$ cat src/rtl/sat_pkg.sv
package sat_pkg;

    typedef enum logic [3:0] {
        OP_SADD  = 4'd0,
        OP_SSUB  = 4'd1,
        OP_UADD  = 4'd2,
        OP_USUB  = 4'd3,
        OP_SDBL  = 4'd4,
        OP_SSATW = 4'd5,
        OP_USATW = 4'd6,
        OP_SSATH = 4'd7,
        OP_USATH = 4'd8
    } sat_op_e;

    typedef enum logic {
        FLAG_IDLE = 1'b0,
        FLAG_HELD = 1'b1
    } flag_state_e;

endpackage

$ cat src/rtl/sat_addsub.sv
module sat_addsub #(
    parameter int W = 32
) (
    input  logic [W-1:0] a,
    input  logic [W-1:0] b,
    input  logic         sub,
    input  logic         uns,
    output logic [W-1:0] res,
    output logic         clamp
);
    localparam logic [W-1:0] SMAX = {1'b0, {(W-1){1'b1}}};
    localparam logic [W-1:0] SMIN = {1'b1, {(W-1){1'b0}}};

    logic [W:0] raw;
    logic       s_ovf;

    always_comb begin
        raw = sub ? ({1'b0, a} - {1'b0, b}) : ({1'b0, a} + {1'b0, b});
        if (sub)
            s_ovf = (a[W-1] != b[W-1]) && (raw[W-1] != a[W-1]);
        else
            s_ovf = (a[W-1] == b[W-1]) && (raw[W-1] != a[W-1]);

        if (uns) begin
            clamp = raw[W];
            if (raw[W])
                res = sub ? '0 : '1;
            else
                res = raw[W-1:0];
        end else begin
            clamp = s_ovf;
            if (s_ovf)
                res = a[W-1] ? SMIN : SMAX;
            else
                res = raw[W-1:0];
        end
    end
endmodule

$ cat src/rtl/sat_double.sv
module sat_double #(
    parameter int W = 32
) (
    input  logic [W-1:0] a,
    output logic [W-1:0] res,
    output logic         clamp
);
    localparam logic [W-1:0] SMAX   = {1'b0, {(W-1){1'b1}}};
    localparam logic [W-1:0] SMIN   = {1'b1, {(W-1){1'b0}}};
    localparam logic [W-1:0] NEG_EDGE = {2'b11, {(W-2){1'b0}}};

    always_comb begin
        // top two bits disagree: the doubled value leaves the range
        clamp = (a[W-1] ^ a[W-2]) || (a == NEG_EDGE);
        if (clamp)
            res = a[W-1] ? SMIN : SMAX;
        else
            res = {a[W-2:0], 1'b0};
    end
endmodule

$ cat src/rtl/sat_lane.sv
module sat_lane #(
    parameter int W = 32
) (
    input  logic [W-1:0]         val,
    input  logic [$clog2(W)-1:0] n,
    input  logic                 sgn,
    output logic [W-1:0]         res,
    output logic                 clamp
);
    localparam logic [W-1:0] ONE = W'(1);

    logic [W-1:0] limit;

    always_comb begin
        limit = (ONE << n) - ONE;
        res   = val;
        clamp = 1'b0;
        if (sgn) begin
            if (!val[W-1] && (val > limit)) begin
                res   = limit;
                clamp = 1'b1;
            end else if (val[W-1] && ($signed(val) < $signed(~limit))) begin
                res   = ~limit;
                clamp = 1'b1;
            end
        end else begin
            if (val[W-1]) begin
                res   = '0;
                clamp = 1'b1;
            end else if (val > limit) begin
                res   = limit;
                clamp = 1'b1;
            end
        end
    end
endmodule

$ cat src/rtl/sat_alu.sv
module sat_alu
    import sat_pkg::*;
#(
    parameter int DATA_W = 32
) (
    input  logic                      clk,
    input  logic                      rst_n,
    input  logic                      en_i,
    input  logic                      clr_i,
    input  logic [3:0]                op_i,
    input  logic [DATA_W-1:0]         a_i,
    input  logic [DATA_W-1:0]         b_i,
    input  logic [$clog2(DATA_W)-1:0] width_i,
    output logic [DATA_W-1:0]         result_o,
    output logic                      sat_flag_o
);
    localparam int LANES  = 2;
    localparam int HALF_W = DATA_W / LANES;
    localparam int HNW    = $clog2(HALF_W);

    sat_op_e     op;
    flag_state_e state_q, state_d;

    logic [DATA_W-1:0] as_res, dbl_res, word_res, half_res;
    logic              as_clamp, dbl_clamp, word_clamp;
    logic [LANES-1:0]  half_clamp;
    logic              clamp_any;

    assign op = sat_op_e'(op_i);

    sat_addsub #(.W(DATA_W)) u_addsub (
        .a     (a_i),
        .b     (b_i),
        .sub   ((op == OP_SSUB) || (op == OP_USUB)),
        .uns   ((op == OP_UADD) || (op == OP_USUB)),
        .res   (as_res),
        .clamp (as_clamp)
    );

    sat_double #(.W(DATA_W)) u_double (
        .a     (a_i),
        .res   (dbl_res),
        .clamp (dbl_clamp)
    );

    sat_lane #(.W(DATA_W)) u_word (
        .val   (a_i),
        .n     (width_i),
        .sgn   (op == OP_SSATW),
        .res   (word_res),
        .clamp (word_clamp)
    );

    for (genvar g = 0; g < LANES; g++) begin : g_half
        sat_lane #(.W(HALF_W)) u_half (
            .val   (a_i[g*HALF_W +: HALF_W]),
            .n     (width_i[HNW-1:0]),
            .sgn   (op == OP_SSATH),
            .res   (half_res[g*HALF_W +: HALF_W]),
            .clamp (half_clamp[g])
        );
    end

    always_comb begin
        case (op)
            OP_SADD, OP_SSUB, OP_UADD, OP_USUB: begin
                result_o  = as_res;
                clamp_any = as_clamp;
            end
            OP_SDBL: begin
                result_o  = dbl_res;
                clamp_any = dbl_clamp;
            end
            OP_SSATW, OP_USATW: begin
                result_o  = word_res;
                clamp_any = word_clamp;
            end
            OP_SSATH, OP_USATH: begin
                result_o  = half_res;
                clamp_any = |half_clamp;
            end
            default: begin
                result_o  = a_i;
                clamp_any = 1'b0;
            end
        endcase
    end

    // sticky flag machine: state register
    always_ff @(posedge clk or negedge rst_n) begin
        if (!rst_n)
            state_q <= FLAG_IDLE;
        else
            state_q <= state_d;
    end

    // next state
    always_comb begin
        state_d = state_q;
        unique case (state_q)
            FLAG_IDLE: if (en_i && clamp_any) state_d = FLAG_HELD;
            FLAG_HELD: if (clr_i && !(en_i && clamp_any)) state_d = FLAG_IDLE;
        endcase
    end

    // outputs
    always_comb begin
        sat_flag_o = (state_q == FLAG_HELD);
    end

    AST_FLAG_SETS: assert property (@(posedge clk) disable iff (!rst_n)
        (en_i && clamp_any) |=> sat_flag_o);
    AST_FLAG_STICKY: assert property (@(posedge clk) disable iff (!rst_n)
        (sat_flag_o && !clr_i) |=> sat_flag_o);
    AST_FLAG_CLEARS: assert property (@(posedge clk) disable iff (!rst_n)
        (clr_i && !(en_i && clamp_any)) |=> !sat_flag_o);
    AST_IDLE_NO_SET: assert property (@(posedge clk) disable iff (!rst_n)
        (!en_i && !sat_flag_o) |=> !sat_flag_o);
    AST_SADD_SIGN: assert property (@(posedge clk) disable iff (!rst_n)
        (op_i == 4'd0 && a_i[DATA_W-1] == b_i[DATA_W-1]) |-> result_o[DATA_W-1] == a_i[DATA_W-1]);
    AST_UADD_FLOOR: assert property (@(posedge clk) disable iff (!rst_n)
        (op_i == 4'd2) |-> result_o >= a_i);
    AST_USUB_CEIL: assert property (@(posedge clk) disable iff (!rst_n)
        (op_i == 4'd3) |-> result_o <= a_i);
    AST_USATH_NONNEG: assert property (@(posedge clk) disable iff (!rst_n)
        (op_i == 4'd8) |-> (!result_o[DATA_W-1] && !result_o[HALF_W-1]));
endmodule

$ cat config.mk
export PLATFORM = sky130hd
export DESIGN_NAME = sat_alu
export DESIGN_NICKNAME = d
export VERILOG_FILES = /design/src/rtl/sat_pkg.sv /design/src/rtl/sat_addsub.sv /design/src/rtl/sat_double.sv /design/src/rtl/sat_lane.sv /design/src/rtl/sat_alu.sv
export SDC_FILE = /design/constraint.sdc
export NUM_CORES = 1
export LEC_CHECK = 0
export BUFFER_PORTS_ARGS = -buffer_cell sky130_fd_sc_hd__buf_2
export CORE_ASPECT_RATIO = 2
export CORE_UTILIZATION = 32
export DETAILED_ROUTE_END_ITERATION = 8
export HOLD_SLACK_MARGIN = 0.12
export RECOVER_POWER = 100
export SLEW_MARGIN = 20
export SYNTH_ARGS = -nofsm -noshare
export SYNTH_HDL_FRONTEND = slang
export SYNTH_HIERARCHICAL = 1
export SYNTH_SLANG_ARGS = --single-unit
export TNS_END_PERCENT = 10
$ cat constraint.sdc
create_clock -name clk -period 12.1 [get_ports clk]
set_clock_uncertainty 0.2 [all_clocks]
set_input_delay 0.605 -clock clk [delete_from_list [all_inputs] [get_ports clk]]
set_output_delay 0.605 -clock clk [all_outputs]
set_load 0.03 [all_outputs]
==> impl_table.tex, run 1 <==
\begin{tabular}{lr}
\hline
Metric & Value \\
\hline
\multicolumn{2}{l}{\textbf{Pwr}} \\
\quad Switching Fraction & 0.625 \\
\quad Psw & approximately 0.45 mW \\
\quad Part of the power in the clock network & 0 \\
\quad Leakage power total & roughly 5.4 nW \\
\quad Sequential group share of total power & 0.006 \\
\quad Power Internal & 0.268 mW \\
\quad Maximum resistive drop on vdd & a little over 0.03 mV \\
\quad Pwr dens & slightly below 60 nW/um\^{}2 \\
\quad Combinational Power Share & 0.994 \\
\multicolumn{2}{l}{\textbf{Final layout}} \\
\quad Most used cells in the layout excluding fill and tap cells & 176 x sky130\_fd\_sc\_hd\_\_ha\_1, 157 x sky130\_fd\_sc\_hd\_\_a21oi\_1, 140 x sky130\_fd\_sc\_hd\_\_inv\_1 \\
\quad Number of diodes added for antenna fixing & 0 \\
\quad Post-synthesis to final-layout area growth & 4.54\% \\
\quad Final Net Count & between 1,500 and 2,000 \\
\quad Layout cells sized above 1 & 0.113 \\
\quad Flip-flop count of the largest register, all copies and words added & 1 \\
\quad Most frequent standard cell in the layout excluding fill and tap cells & sky130\_fd\_sc\_hd\_\_ha\_1 \\
\multicolumn{2}{l}{\textbf{GRT}} \\
\quad GR Layer Usage met2 & 0.432 \\
\quad Most Crowded Layer GR & met2 \\
\quad Residual overflow from global routing & 0 \\
\quad Initial antenna violation count & 0 \\
\quad GR Layer Usage met3 & 0.0156 \\
\quad Routing usage on met1 & 0.255 \\
\quad Via count of the first global-routing pass & 12,300 \\
\quad Largest net degree at the start of global routing & 82 \\
\quad GRT Overall Usage & 0.239 \\
\quad Global-route wire length before repair & 68,900 um \\
\multicolumn{2}{l}{\textbf{Timing}} \\
\quad Count of final max-slew check failures & 38 \\
\quad Final hold violation count & 0 \\
\quad Transition time at the pin with the least slew margin & between 1500 and 2000 ps \\
\quad Normalized max-slew margin & -0.126 \\
\quad Accumulated negative setup slack & 0 ps \\
\quad Final worst path period need & 9330 ps \\
\quad Max Freq & 107 MHz \\
\quad Number of setup violations in the final report & 0 \\
\quad Final period util & 0.771 \\
\quad Hold slack final & approximately 180 ps \\
\quad Unrepaired setup endpoints after global routing & false \\
\multicolumn{2}{l}{\textbf{Worst setup path}} \\
\quad Required @ worst endpoint & approximately 11,000 ps \\
\quad Critical path type & input pin to primary output \\
\quad Setup crit end kind & primary output \\
\quad Critical Path Source Type & input pin \\
\quad Data arrival time of the critical path & about 8500 ps \\
\quad Critical path peak fanout & 37 \\
\multicolumn{2}{l}{\textbf{Outcome}} \\
\quad Outcome & finished, violations left \\
\quad Violated checks & capacitance limit, slew limit \\
\multicolumn{2}{l}{\textbf{Run}} \\
\quad Number of max-capacitance violations reported & 1 \\
\multicolumn{2}{l}{\textbf{Die}} \\
\quad Die Footprint & 36,700 um\^{}2 \\
\quad Vertical die dimension & approximately 270 um \\
\quad Effective utilization at floorplan & 0.327 \\
\quad Die boundary width & roughly 140 um \\
\quad Top Ports & between 100 and 150 \\
\quad Std-Cell Core Area & approximately 35,000 um\^{}2 \\
\quad \# rows & 97 \\
\multicolumn{2}{l}{\textbf{Logic synthesis}} \\
\quad Sequential area share after synthesis & 0.00218 \\
\quad Register bit total from synthesis & 1 \\
\quad Xor and xnor area share after synthesis & 0.0479 \\
\quad Number of warning messages in the yosys log & 6 \\
\quad Leading register cell type out of synthesis & sky130\_fd\_sc\_hd\_\_dfrtp\_1 \\
\quad Netlist area before placement & roughly 11,000 um\^{}2 \\
\quad Fraction of synthesized cell area taken by the top area cell type & 0.192 \\
\quad Cell taking the most area after synthesis & sky130\_fd\_sc\_hd\_\_ha\_1 \\
\quad Library cells used by synthesis & 96 \\
\quad Synthesized area per cell & between 7 and 8 um\^{}2 \\
\quad Fraction of the mapped netlist area in compound gates & 0.338 \\
\quad Share of flip-flops with an asynchronous set or reset after synthesis & 1.00 \\
\quad Largest cells by area after synthesis & sky130\_fd\_sc\_hd\_\_ha\_1 19\%, sky130\_fd\_sc\_hd\_\_mux2i\_1 9.6\%, sky130\_fd\_sc\_hd\_\_a21oi\_1 6.8\% \\
\quad Adder and majority gate portion of the synthesized area & 0.193 \\
\quad Simple-Gate Fraction of Synth Area & 0.212 \\
\quad Number of nets produced by synthesis & 1,853 \\
\quad Cell count after synthesis & between 1,500 and 2,000 \\
\quad Mux share of post-synthesis cell area & 0.0991 \\
\quad Main combinational cell family by area after synthesis & compound AO/OA/AOI/OAI gates \\
\quad Number of enable flip-flop cells after synthesis & 0 \\
\multicolumn{2}{l}{\textbf{Worst hold path}} \\
\quad Type of the most critical hold path & input pin to asynchronous set/reset pin \\
\multicolumn{2}{l}{\textbf{Drt}} \\
\quad 1st-pass router iterations & 7 \\
\quad DRC errors left & 0 \\
\quad Detailed-route via count & 12,600 \\
\quad Violation count after the first detailed-routing iteration & around 1,100 \\
\quad Final wirelength & between 40,000 and 50,000 um \\
\quad Per-cell routed wire length & 22.0 um \\
\quad Number of routed nets with antenna violations & 0 \\
\quad Vias per cell & $\sim$6 \\
\multicolumn{2}{l}{\textbf{Placed design}} \\
\quad Final RePlAce weighted congestion & around 0.99 \\
\quad PortBufs & roughly 110 \\
\quad Half-perimeter wire length of the detailed placement result & about 35,000 um \\
\multicolumn{2}{l}{\textbf{CTS}} \\
\quad Number of setup buffers added after CTS & 0 \\
\quad Post-CTS clock slew at the launch and capture registers of the worst setup and hold paths & 0 ps \\
\quad Later-pin clock latency in the skew report & 0 ps \\
\quad Number of buffers inserted by hold repair at cts & 0 \\
\quad Post-cts gate resize count & 0 \\
\hline
\end{tabular}
==> critical path: stages <==
cell and delay (ps):
sky130_fd_sc_hd__buf_2 70, sky130_fd_sc_hd__clkbuf_1 1200, sky130_fd_sc_hd__or2_2 380, sky130_fd_sc_hd__nor2_1 110, sky130_fd_sc_hd__nand3b_1 120, sky130_fd_sc_hd__ha_1 490
sky130_fd_sc_hd__or2_2 260, sky130_fd_sc_hd__o21ai_0 150, sky130_fd_sc_hd__a22oi_1 350, sky130_fd_sc_hd__inv_1 110, sky130_fd_sc_hd__ha_1 350, sky130_fd_sc_hd__nor4b_1 460
sky130_fd_sc_hd__and4_1 410, sky130_fd_sc_hd__and4b_1 320, sky130_fd_sc_hd__o31ai_1 290, sky130_fd_sc_hd__nand3_1 890, sky130_fd_sc_hd__buf_4 550, sky130_fd_sc_hd__mux2i_1 170
sky130_fd_sc_hd__o211ai_1 290, sky130_fd_sc_hd__a22oi_1 140, sky130_fd_sc_hd__a21oi_1 390, sky130_fd_sc_hd__clkbuf_1 360
==> synth_stat cells (all sizes together), types with 43 or more instances <==
master    n
nand2    92
mux2i   112
nor2b    43
nor2    122
a21oi   166
xnor2    52
inv     140
nand3    44
o22ai    48
o21ai    48
ha      176
buf      64
==> metrics by stage <==
stage | instance area, um^2 | util | power [mW] | std cells | setup slack (ps)
6_report | 12000 | 0.342 | 0.713 | 2065 | 2770
2_1_floorplan | 11500 | - | 0.530 | 1599 | 6200
3_3_place_gp | 12100 | 0.343 | 0.698 | 2065 | 4530
4_1_cts | 12100 | 0.343 | 0.708 | 2065 | 4480
3_5_place_dp | 12100 | 0.343 | 0.705 | 2065 | 4490
5_1_grt | 12000 | 0.342 | 0.770 | 2065 | 2570
==> kinds of logic (layout without fill, tap and decap cells) <==
logic type	after synthesis	after routing
AO/OA/AOI/OAI	541	541
AND/OR/NAND/NOR	450	450
buffers and inverters	249	270
adder cells (fa/ha/maj)	177	177
multiplexers	113	113
XOR/XNOR	62	62
other	6	6
flip-flops	1	1
==> power groups by stage <==
stage	Combinational (mW)	Clock, mW	Sequential, mW
after global routing	0.766	0	0.00410
after global placement	0.694	0	0.00396
after CTS	0.704	0	0.00399
final	0.709	0	0.00399
after detailed placement	0.701	0	0.00399
after floorplan	0.525	0	0.00480
==> path summary, 6_finish.rpt <==
path                                      startpoint                   end  slack (ps)  depth (start not counted)
min in group clk                sat_flag_o$_DFF_PN0_  sat_flag_o$_DFF_PN0_         350                          2
worst max register to register  sat_flag_o$_DFF_PN0_  sat_flag_o$_DFF_PN0_       11210                          2
max in group asynchronous                      rst_n  sat_flag_o$_DFF_PN0_       11440                          1
worst max-delay path                      width_i[3]          result_o[19]        2770                         22
worst min-delay path                           rst_n  sat_flag_o$_DFF_PN0_         180                          1
worst min register to register  sat_flag_o$_DFF_PN0_  sat_flag_o$_DFF_PN0_         350                          2
==> per-layer routing <==
metal	routed length [um]	vias up	part of all wire
met1	16700	5924	0.37
met3	1900	180	0.042
met2	23000	486	0.51
li1	-	5981	-
met4	3740	0	0.082
met5	0	-	0
==> layout make-up <==
type / instances / area, um^2
fillers: 3805 / 23200
inverters: 144 / 541
multi-input cells: 1349 / 10300
flip-flops and latches: 1 / 25.0
well taps: 445 / 557
repair buffers: 126 / 636
No activity file was read; power rests on OpenSTA's default activity.
==> inputs of run 2 (changes only) <==
==> constraint.sdc (replaced) <==
create_clock -name clk -period 9.2 [get_ports clk]
set_clock_uncertainty 0.2 [all_clocks]
set_input_delay 0.46 -clock clk [delete_from_list [all_inputs] [get_ports clk]]
set_output_delay 0.46 -clock clk [all_outputs]
set_load 0.03 [all_outputs]
==> impl_table.tex, run 2 (same netlist as run 1, synthesis figures left out) <==
\begin{tabular}{lr}
\hline
Metric & Value \\
\hline
\multicolumn{2}{l}{\textbf{Outcome}} \\
\quad Outcome & complete, no violations (was finished, violations left) \\
\multicolumn{2}{l}{\textbf{Worst setup path}} \\
\quad Slowest cell on the critical path & sky130\_fd\_sc\_hd\_\_or2\_0 (was sky130\_fd\_sc\_hd\_\_clkbuf\_1) \\
\quad Flop-to-flop setup slack & 8340 ps (was 11,210 ps) \\
\quad Setup crit end kind & primary output (unchanged) \\
\quad R2r startpoint & sat\_flag\_o\$\_DFF\_PN0\_ (unchanged) \\
\quad Cells along the critical path & buf\_2 > or2\_0 > nor2\_1 > nand3b\_1 > ha\_1 > nor3\_1 > a31oi\_1 > a2bb2oi\_1 > inv\_1 > ha\_1 > nor4\_2 > and4\_1 > and4b\_1 > o31ai\_2 > nand3\_1 > buf\_4 > mux2i\_1 > o22ai\_1 > a32o\_1 > a32oi\_1 > nand3\_1 > buf\_2 (was buf\_2 > clkbuf\_1 > or2\_2 > nor2\_1 > nand3b\_1 > ha\_1 > or2\_2 > o21ai\_0 > a22oi\_1 > inv\_1 > ha\_1 > nor4b\_1 > and4\_1 > and4b\_1 > o31ai\_1 > nand3\_1 > buf\_4 > mux2i\_1 > o211ai\_1 > a22oi\_1 > a21oi\_1 > clkbuf\_1) \\
\quad Critical path peak fanout & 22 (was 37) \\
\quad Required @ worst endpoint & 8540 ps (was 11,300 ps) \\
\quad Critical path type & input pin to primary output (unchanged) \\
\quad Path depth of the worst reg2reg path & 2 (unchanged) \\
\quad Slowest cell delay on critical path & 730 ps (was 1200 ps) \\
\quad Critical Path Source Type & input pin (unchanged) \\
\quad Endpoint of the most critical register-to-register path & sat\_flag\_o\$\_DFF\_PN0\_ (unchanged) \\
\quad Data arrival time of the critical path & 7730 ps (was 8520 ps) \\
\multicolumn{2}{l}{\textbf{Placed design}} \\
\quad Half-perimeter wire length of the detailed placement result & 36,400 um (was 35,300 um) \\
\quad Pre-CTS setup slack & 1710 ps (was 4490 ps) \\
\quad Instance area at placement & 12,100 um\^{}2 (about the same) \\
\quad PortBufs & 109 (unchanged) \\
\quad Final RePlAce weighted congestion & 0.975 (was 0.991) \\
\multicolumn{2}{l}{\textbf{Die}} \\
\quad Top Ports & 110 (unchanged) \\
\quad Die Footprint & 36,700 um\^{}2 (unchanged) \\
\quad Std-Cell Core Area & 35,200 um\^{}2 (unchanged) \\
\quad Die boundary width & 136 um (unchanged) \\
\quad \# rows & 97 (unchanged) \\
\quad Vertical die dimension & 270 um (unchanged) \\
\quad Effective utilization at floorplan & 0.327 (unchanged) \\
\multicolumn{2}{l}{\textbf{GRT}} \\
\quad Residual overflow from global routing & 0 (unchanged) \\
\quad GRT Overall Usage & 0.246 (was 0.239) \\
\quad Largest net degree at the start of global routing & 81 (was 82) \\
\quad Initial antenna violation count & 0 (unchanged) \\
\quad Global-route wire length before repair & 70,400 um (was 68,900 um) \\
\quad Via count of the first global-routing pass & 12,400 (was 12,300) \\
\multicolumn{2}{l}{\textbf{Drt}} \\
\quad Final wirelength & 46,600 um (was 45,400 um) \\
\quad DRC errors left & 0 (unchanged) \\
\quad Per-cell routed wire length & 22.5 um (was 22.0 um) \\
\quad Violation count after the first detailed-routing iteration & 1,139 (was 1,056) \\
\quad Vias per cell & 6.15 (was 6.09) \\
\quad Detailed-route via count & 12,700 (was 12,600) \\
\quad 1st-pass router iterations & 5 (was 7) \\
\quad Number of routed nets with antenna violations & 0 (unchanged) \\
\multicolumn{2}{l}{\textbf{Timing}} \\
\quad Final hold violation count & 0 (unchanged) \\
\quad Normalized max-slew margin & 0.305 (was -0.126) \\
\quad Number of setup violations in the final report & 0 (unchanged) \\
\quad Hold slack final & 317 ps (was 180 ps) \\
\quad Count of final max-slew check failures & 0 (was 38) \\
\quad Final setup margin & 810 ps (was 2770 ps) \\
\quad Final period util & 0.912 \\
\quad Transition time at the pin with the least slew margin & 1040 ps (was 1690 ps) \\
\quad Max Freq & 119 MHz \\
\quad Unrepaired setup endpoints after global routing & false (unchanged) \\
\quad Accumulated negative setup slack & 0 ps (unchanged) \\
\quad Final worst path period need & $\sim$8400 ps \\
\multicolumn{2}{l}{\textbf{Final layout}} \\
\quad Most used cells in the layout excluding fill and tap cells & 176 x sky130\_fd\_sc\_hd\_\_ha\_1, 157 x sky130\_fd\_sc\_hd\_\_a21oi\_1, 140 x sky130\_fd\_sc\_hd\_\_inv\_1 (unchanged) \\
\quad Post-synthesis to final-layout area growth & 4.91\% (was 4.54\%) \\
\quad Filler Cell Count & 3,830 (was 3,805) \\
\quad Flip-flop count of the largest register, all copies and words added & 1 (unchanged) \\
\quad Area used by sequential logic in the layout & 25.0 um\^{}2 (unchanged) \\
\quad Final cell area excluding filler cells & 12,100 um\^{}2 (was 12,000 um\^{}2) \\
\quad Most frequent standard cell in the layout excluding fill and tap cells & sky130\_fd\_sc\_hd\_\_ha\_1 (unchanged) \\
\quad Final Net Count & 1,878 (was 1,876) \\
\quad Number of diodes added for antenna fixing & 0 (unchanged) \\
\quad Layout cells sized above 1 & 0.118 (was 0.113) \\
\quad Multi-input logic area & 10,300 um\^{}2 (about the same) \\
\multicolumn{2}{l}{\textbf{Pwr}} \\
\quad Total chip power & 0.953 mW (was 0.713 mW) \\
\quad Leakage power total & 5.44 nW (was 5.43 nW) \\
\quad Maximum resistive drop on vdd & 0.0442 mV (was 0.0311 mV) \\
\quad Pwr dens & 79.0 nW/um\^{}2 (was 59.3 nW/um\^{}2) \\
\multicolumn{2}{l}{\textbf{CTS}} \\
\quad Post-CTS clock slew at the launch and capture registers of the worst setup and hold paths & 0 ps (about the same) \\
\quad Later-pin clock latency in the skew report & 0 ps (about the same) \\
\quad Number of setup buffers added after CTS & 0 (unchanged) \\
\multicolumn{2}{l}{\textbf{Run}} \\
\quad Number of max-capacitance violations reported & 0 (was 1) \\
\multicolumn{2}{l}{\textbf{Worst hold path}} \\
\quad Hold EP & sat\_flag\_o\$\_DFF\_PN0\_ \\
\quad Start point of the worst min-delay path & sat\_flag\_o\$\_DFF\_PN0\_ \\
\quad WHS Path Cells & 2 \\
\quad Type of the most critical hold path & flip-flop to flip-flop (was input pin to asynchronous set/reset pin) \\
\hline
\end{tabular}
-- run 2: final cells by class --
class | instances | share of cell area
well taps | 445 | 0.0462
inverters | 144 | 0.0448
flip-flops and latches | 1 | 0.00207
multi-input cells | 1349 | 0.852
repair buffers | 128 | 0.0548
-- run 2: how the worst max path moves through the flow --
stage                     startpoint      endpoint  slack, ps  cells after the start
after detailed placement  width_i[4]  result_o[14]       1710                     23
after global placement    width_i[4]  result_o[14]       1750                     23
after CTS                 width_i[4]  result_o[14]       1710                     23
final                     width_i[4]  result_o[14]        810                     22
after floorplan              op_i[3]  result_o[10]       3590                     21
after global routing      width_i[4]  result_o[10]        710                     21
-- run 2: metal layers --
layer  routed length [um]  vias to the layer above  global-route usage
met1                16600                     5942               0.256
li1                     -                     5987                   -
met2                23500                      580               0.447
met5                    0                        -                   0
met3                 2210                      208              0.0152
met4                 4290                        0               0.197
-- run 2: where the power goes --
group | switching (mW) | internal [mW] | total, mW
clock network | 0 | 0 | 0
registers | 0.000227 | 0.00500 | 0.00523
logic | 0.598 | 0.350 | 0.948
total | 0.598 | 0.355 | 0.953
-- run 2: stage by stage --
step,util,std cells
4_1_cts,0.344,2067
2_1_floorplan,-,1599
3_5_place_dp,0.344,2066
5_1_grt,0.343,2067
3_3_place_gp,0.344,2066
6_report,0.343,2067
-- run 2: repair_timing --
item / 4_1_cts / 5_1_grt
hold endpoints to repair: 1 / 0
hold buffers: 1 / 0
resized for setup: 0 / 0
-- run 2: critical path, delay by kind of cell --
kind,cells,cell delay (ps)
simple gates,9,3260
mux,1,260
fa+ha+maj,2,900
buf+inv,4,1340
compound gates,6,1450
==> inputs of run 3 (changes only) <==
--- a/config.mk
+++ b/config.mk
@@ -6,7 +6,6 @@
 export NUM_CORES = 1
 export LEC_CHECK = 0
 export BUFFER_PORTS_ARGS = -buffer_cell sky130_fd_sc_hd__buf_2
-export CORE_ASPECT_RATIO = 2
 export CORE_UTILIZATION = 32
 export DETAILED_ROUTE_END_ITERATION = 8
 export HOLD_SLACK_MARGIN = 0.12
==> impl_table.tex, run 3 (same netlist as run 1, synthesis figures left out) <==
\begin{tabular}{lr}
\hline
Metric & Value \\
\hline
\multicolumn{2}{l}{\textbf{Timing}} \\
\quad Final worst path period need & 7860 ps (was 8390 ps) \\
\quad Final hold violation count & 0 (unchanged) \\
\quad Normalized max-slew margin & 0.344 (was 0.305) \\
\quad Count of final max-slew check failures & 0 (unchanged) \\
\quad Final period util & 0.854 (was 0.912) \\
\quad Accumulated negative setup slack & 0 ps (unchanged) \\
\quad Unrepaired setup endpoints after global routing & false (unchanged) \\
\quad Transition time at the pin with the least slew margin & 978 ps (was 1040 ps) \\
\quad Number of setup violations in the final report & 0 (unchanged) \\
\quad Max Freq & 127 MHz (was 119 MHz) \\
\multicolumn{2}{l}{\textbf{Worst setup path}} \\
\quad Setup crit end kind & primary output (unchanged) \\
\quad Data arrival time of the critical path & 7200 ps (was 7730 ps) \\
\quad Required @ worst endpoint & 8540 ps (about the same) \\
\quad Critical path peak fanout & 23 (was 22) \\
\quad Critical Path Source Type & input pin (unchanged) \\
\quad R2r startpoint & sat\_flag\_o\$\_DFF\_PN0\_ (unchanged) \\
\quad Critical path type & input pin to primary output (unchanged) \\
\quad CP Launch Point & width\_i[3] (was width\_i[4]) \\
\quad Flop-to-flop setup slack & 8010 ps (was 8340 ps) \\
\multicolumn{2}{l}{\textbf{Die}} \\
\quad \# rows & 69 (was 97) \\
\quad Die boundary width & 192 um (was 136 um) \\
\quad Die Footprint & 36,700 um\^{}2 (about the same) \\
\quad Vertical die dimension & 192 um (was 270 um) \\
\quad Top Ports & 110 (unchanged) \\
\quad Effective utilization at floorplan & 0.324 (was 0.327) \\
\quad Std-Cell Core Area & 35,500 um\^{}2 (was 35,200 um\^{}2) \\
\multicolumn{2}{l}{\textbf{Pwr}} \\
\quad Leakage power total & 5.44 nW (about the same) \\
\quad Power Internal & 0.354 mW (was 0.355 mW) \\
\quad Combinational Power Share & 0.993 (was 0.995) \\
\quad Part of the power in the clock network & 0 (about the same) \\
\quad Psw & 0.582 mW (was 0.598 mW) \\
\quad Sequential group share of total power & 0.007 (was 0.005) \\
\quad Switching Fraction & 0.622 (was 0.628) \\
\quad Pwr dens & 77.6 nW/um\^{}2 (was 79.0 nW/um\^{}2) \\
\quad Maximum resistive drop on vdd & 0.0348 mV (was 0.0442 mV) \\
\multicolumn{2}{l}{\textbf{GRT}} \\
\quad Initial antenna violation count & 0 (unchanged) \\
\quad Largest net degree at the start of global routing & 81 (unchanged) \\
\quad Residual overflow from global routing & 0 (unchanged) \\
\quad Via count of the first global-routing pass & 11,600 (was 12,400) \\
\quad Global-route wire length before repair & 65,800 um (was 70,400 um) \\
\quad Routing usage on met1 & 0.297 (was 0.256) \\
\quad GR Layer Usage met3 & 0.0253 (was 0.0152) \\
\quad Most Crowded Layer GR & met2 (unchanged) \\
\quad GRT Overall Usage & 0.226 (was 0.246) \\
\quad GR Layer Usage met2 & 0.373 (was 0.447) \\
\multicolumn{2}{l}{\textbf{Final layout}} \\
\quad Flip-flop count of the largest register, all copies and words added & 1 (unchanged) \\
\quad Layout cells sized above 1 & 0.115 (was 0.118) \\
\quad Most used cells in the layout excluding fill and tap cells & 176 x sky130\_fd\_sc\_hd\_\_ha\_1, 157 x sky130\_fd\_sc\_hd\_\_a21oi\_1, 140 x sky130\_fd\_sc\_hd\_\_inv\_1 (unchanged) \\
\quad Post-layout util & 0.340 (was 0.343) \\
\quad Number of diodes added for antenna fixing & 0 (unchanged) \\
\quad Final Net Count & 1,878 (unchanged) \\
\quad Most frequent standard cell in the layout excluding fill and tap cells & sky130\_fd\_sc\_hd\_\_ha\_1 (unchanged) \\
\quad Post-synthesis to final-layout area growth & 4.93\% (was 4.91\%) \\
\quad Final cell area excluding filler cells & 12,100 um\^{}2 (about the same) \\
\multicolumn{2}{l}{\textbf{Drt}} \\
\quad 1st-pass router iterations & 5 (unchanged) \\
\quad Number of routed nets with antenna violations & 0 (unchanged) \\
\quad Per-cell routed wire length & 20.6 um (was 22.5 um) \\
\quad Detailed-route via count & 12,600 (was 12,700) \\
\quad Violation count after the first detailed-routing iteration & 1,198 (was 1,139) \\
\quad Final wirelength & 42,900 um (was 46,600 um) \\
\quad DRC errors left & 0 (unchanged) \\
\quad Vias per cell & 6.03 (was 6.15) \\
\multicolumn{2}{l}{\textbf{Placed design}} \\
\quad Instance area at placement & 12,100 um\^{}2 (about the same) \\
\quad Half-perimeter wire length of the detailed placement result & 32,900 um (was 36,400 um) \\
\quad PortBufs & 109 (unchanged) \\
\quad Final RePlAce weighted congestion & 0.965 (was 0.975) \\
\multicolumn{2}{l}{\textbf{CTS}} \\
\quad Number of setup buffers added after CTS & 0 (unchanged) \\
\quad Later-pin clock latency in the skew report & 0 ps (about the same) \\
\quad Post-cts gate resize count & 0 (unchanged) \\
\quad Post-CTS clock slew at the launch and capture registers of the worst setup and hold paths & 0 ps (about the same) \\
\multicolumn{2}{l}{\textbf{Run}} \\
\quad Number of max-capacitance violations reported & 0 (unchanged) \\
\multicolumn{2}{l}{\textbf{Outcome}} \\
\quad Outcome & complete, no violations (unchanged) \\
\multicolumn{2}{l}{\textbf{Worst hold path}} \\
\quad Type of the most critical hold path & input pin to asynchronous set/reset pin (was flip-flop to flip-flop) \\
\hline
\end{tabular}
==> run 3: changes by cell type in the layout (fill, tap and decap cells not counted), sizes merged <==
| cell | delta |
|---|---|
| clkbuf | +2 |
| buf | -2 |
==> run 3: power groups by stage <==
| stage | clock network [mW] | logic [mW] | registers [mW] |
|---|---|---|---|
| detailed placement | 0 | 0.917 | 0.00636 |
| floorplan | 0 | 0.690 | 0.00632 |
| finish | 0 | 0.930 | 0.00646 |
| CTS | 0 | 0.921 | 0.00636 |
| global placement | 0 | 0.908 | 0.00639 |
| global route | 0 | 1.01 | 0.00679 |
==> run 3: repair_timing <==
item | 4_1_cts | 5_1_grt
endpoints found under the hold margin | 1 | 0
hold buffers | 1 | 0
setup endpoints to repair | 0 | 0
==> run 3: worst paths after layout <==
kind,endpoint,cells past startpoint
setup / recovery,result_o[23],22
hold / removal,sat_flag_o$_DFF_PN0_,2
setup reg to reg,sat_flag_o$_DFF_PN0_,2
hold reg to reg,sat_flag_o$_DFF_PN0_,2
max in group asynchronous,sat_flag_o$_DFF_PN0_,2
min in group clk,sat_flag_o$_DFF_PN0_,3
==> run 3: metal layers <==
| metal | up-vias | part of all wire | wire (um) |
|---|---|---|---|
| met5 | - | 0 | 0 |
| met3 | 104 | 0.064 | 2760 |
| met2 | 484 | 0.46 | 19700 |
| li1 | 5999 | - | - |
| met1 | 5966 | 0.44 | 18700 |
| met4 | 0 | 0.041 | 1760 |
==> run 3: cell type report <==
type,instances,area [um^2]
fillers,3814,23400
inverters,144,541
multi-input cells,1349,10300
flip-flops and latches,1,25.0
well taps,461,577
repair buffers,128,656
==> run 3: through the flow <==
stage | setup WS (ps) | power, mW | hold slack [ps] | cells
global placement | 2310 | 0.915 | 36.1 | 2082
global route | 959 | 1.02 | 592 | 2083
finish | 1340 | 0.936 | 567 | 2083
CTS | 2150 | 0.928 | 565 | 2083
detailed placement | 2170 | 0.923 | 35.8 | 2082
floorplan | 3590 | 0.697 | -35.6 | 1599
==> run 3: critical path, cell delays in order <==
cell and delay [ps]:
sky130_fd_sc_hd__buf_2 270, sky130_fd_sc_hd__clkbuf_1 730, sky130_fd_sc_hd__or2_2 330, sky130_fd_sc_hd__nor2_1 120, sky130_fd_sc_hd__nand3b_1 140, sky130_fd_sc_hd__ha_1 520, sky130_fd_sc_hd__or2_2 270, sky130_fd_sc_hd__o21ai_0 80
sky130_fd_sc_hd__a22o_1 230, sky130_fd_sc_hd__a21oi_1 320, sky130_fd_sc_hd__inv_1 140, sky130_fd_sc_hd__ha_1 340, sky130_fd_sc_hd__nor4_1 490, sky130_fd_sc_hd__nand4_1 200, sky130_fd_sc_hd__o311ai_0 140, sky130_fd_sc_hd__nand3_1 610
sky130_fd_sc_hd__buf_4 510, sky130_fd_sc_hd__mux2i_1 170, sky130_fd_sc_hd__o211ai_1 340, sky130_fd_sc_hd__a22oi_1 140, sky130_fd_sc_hd__a21oi_1 290, sky130_fd_sc_hd__clkbuf_1 340
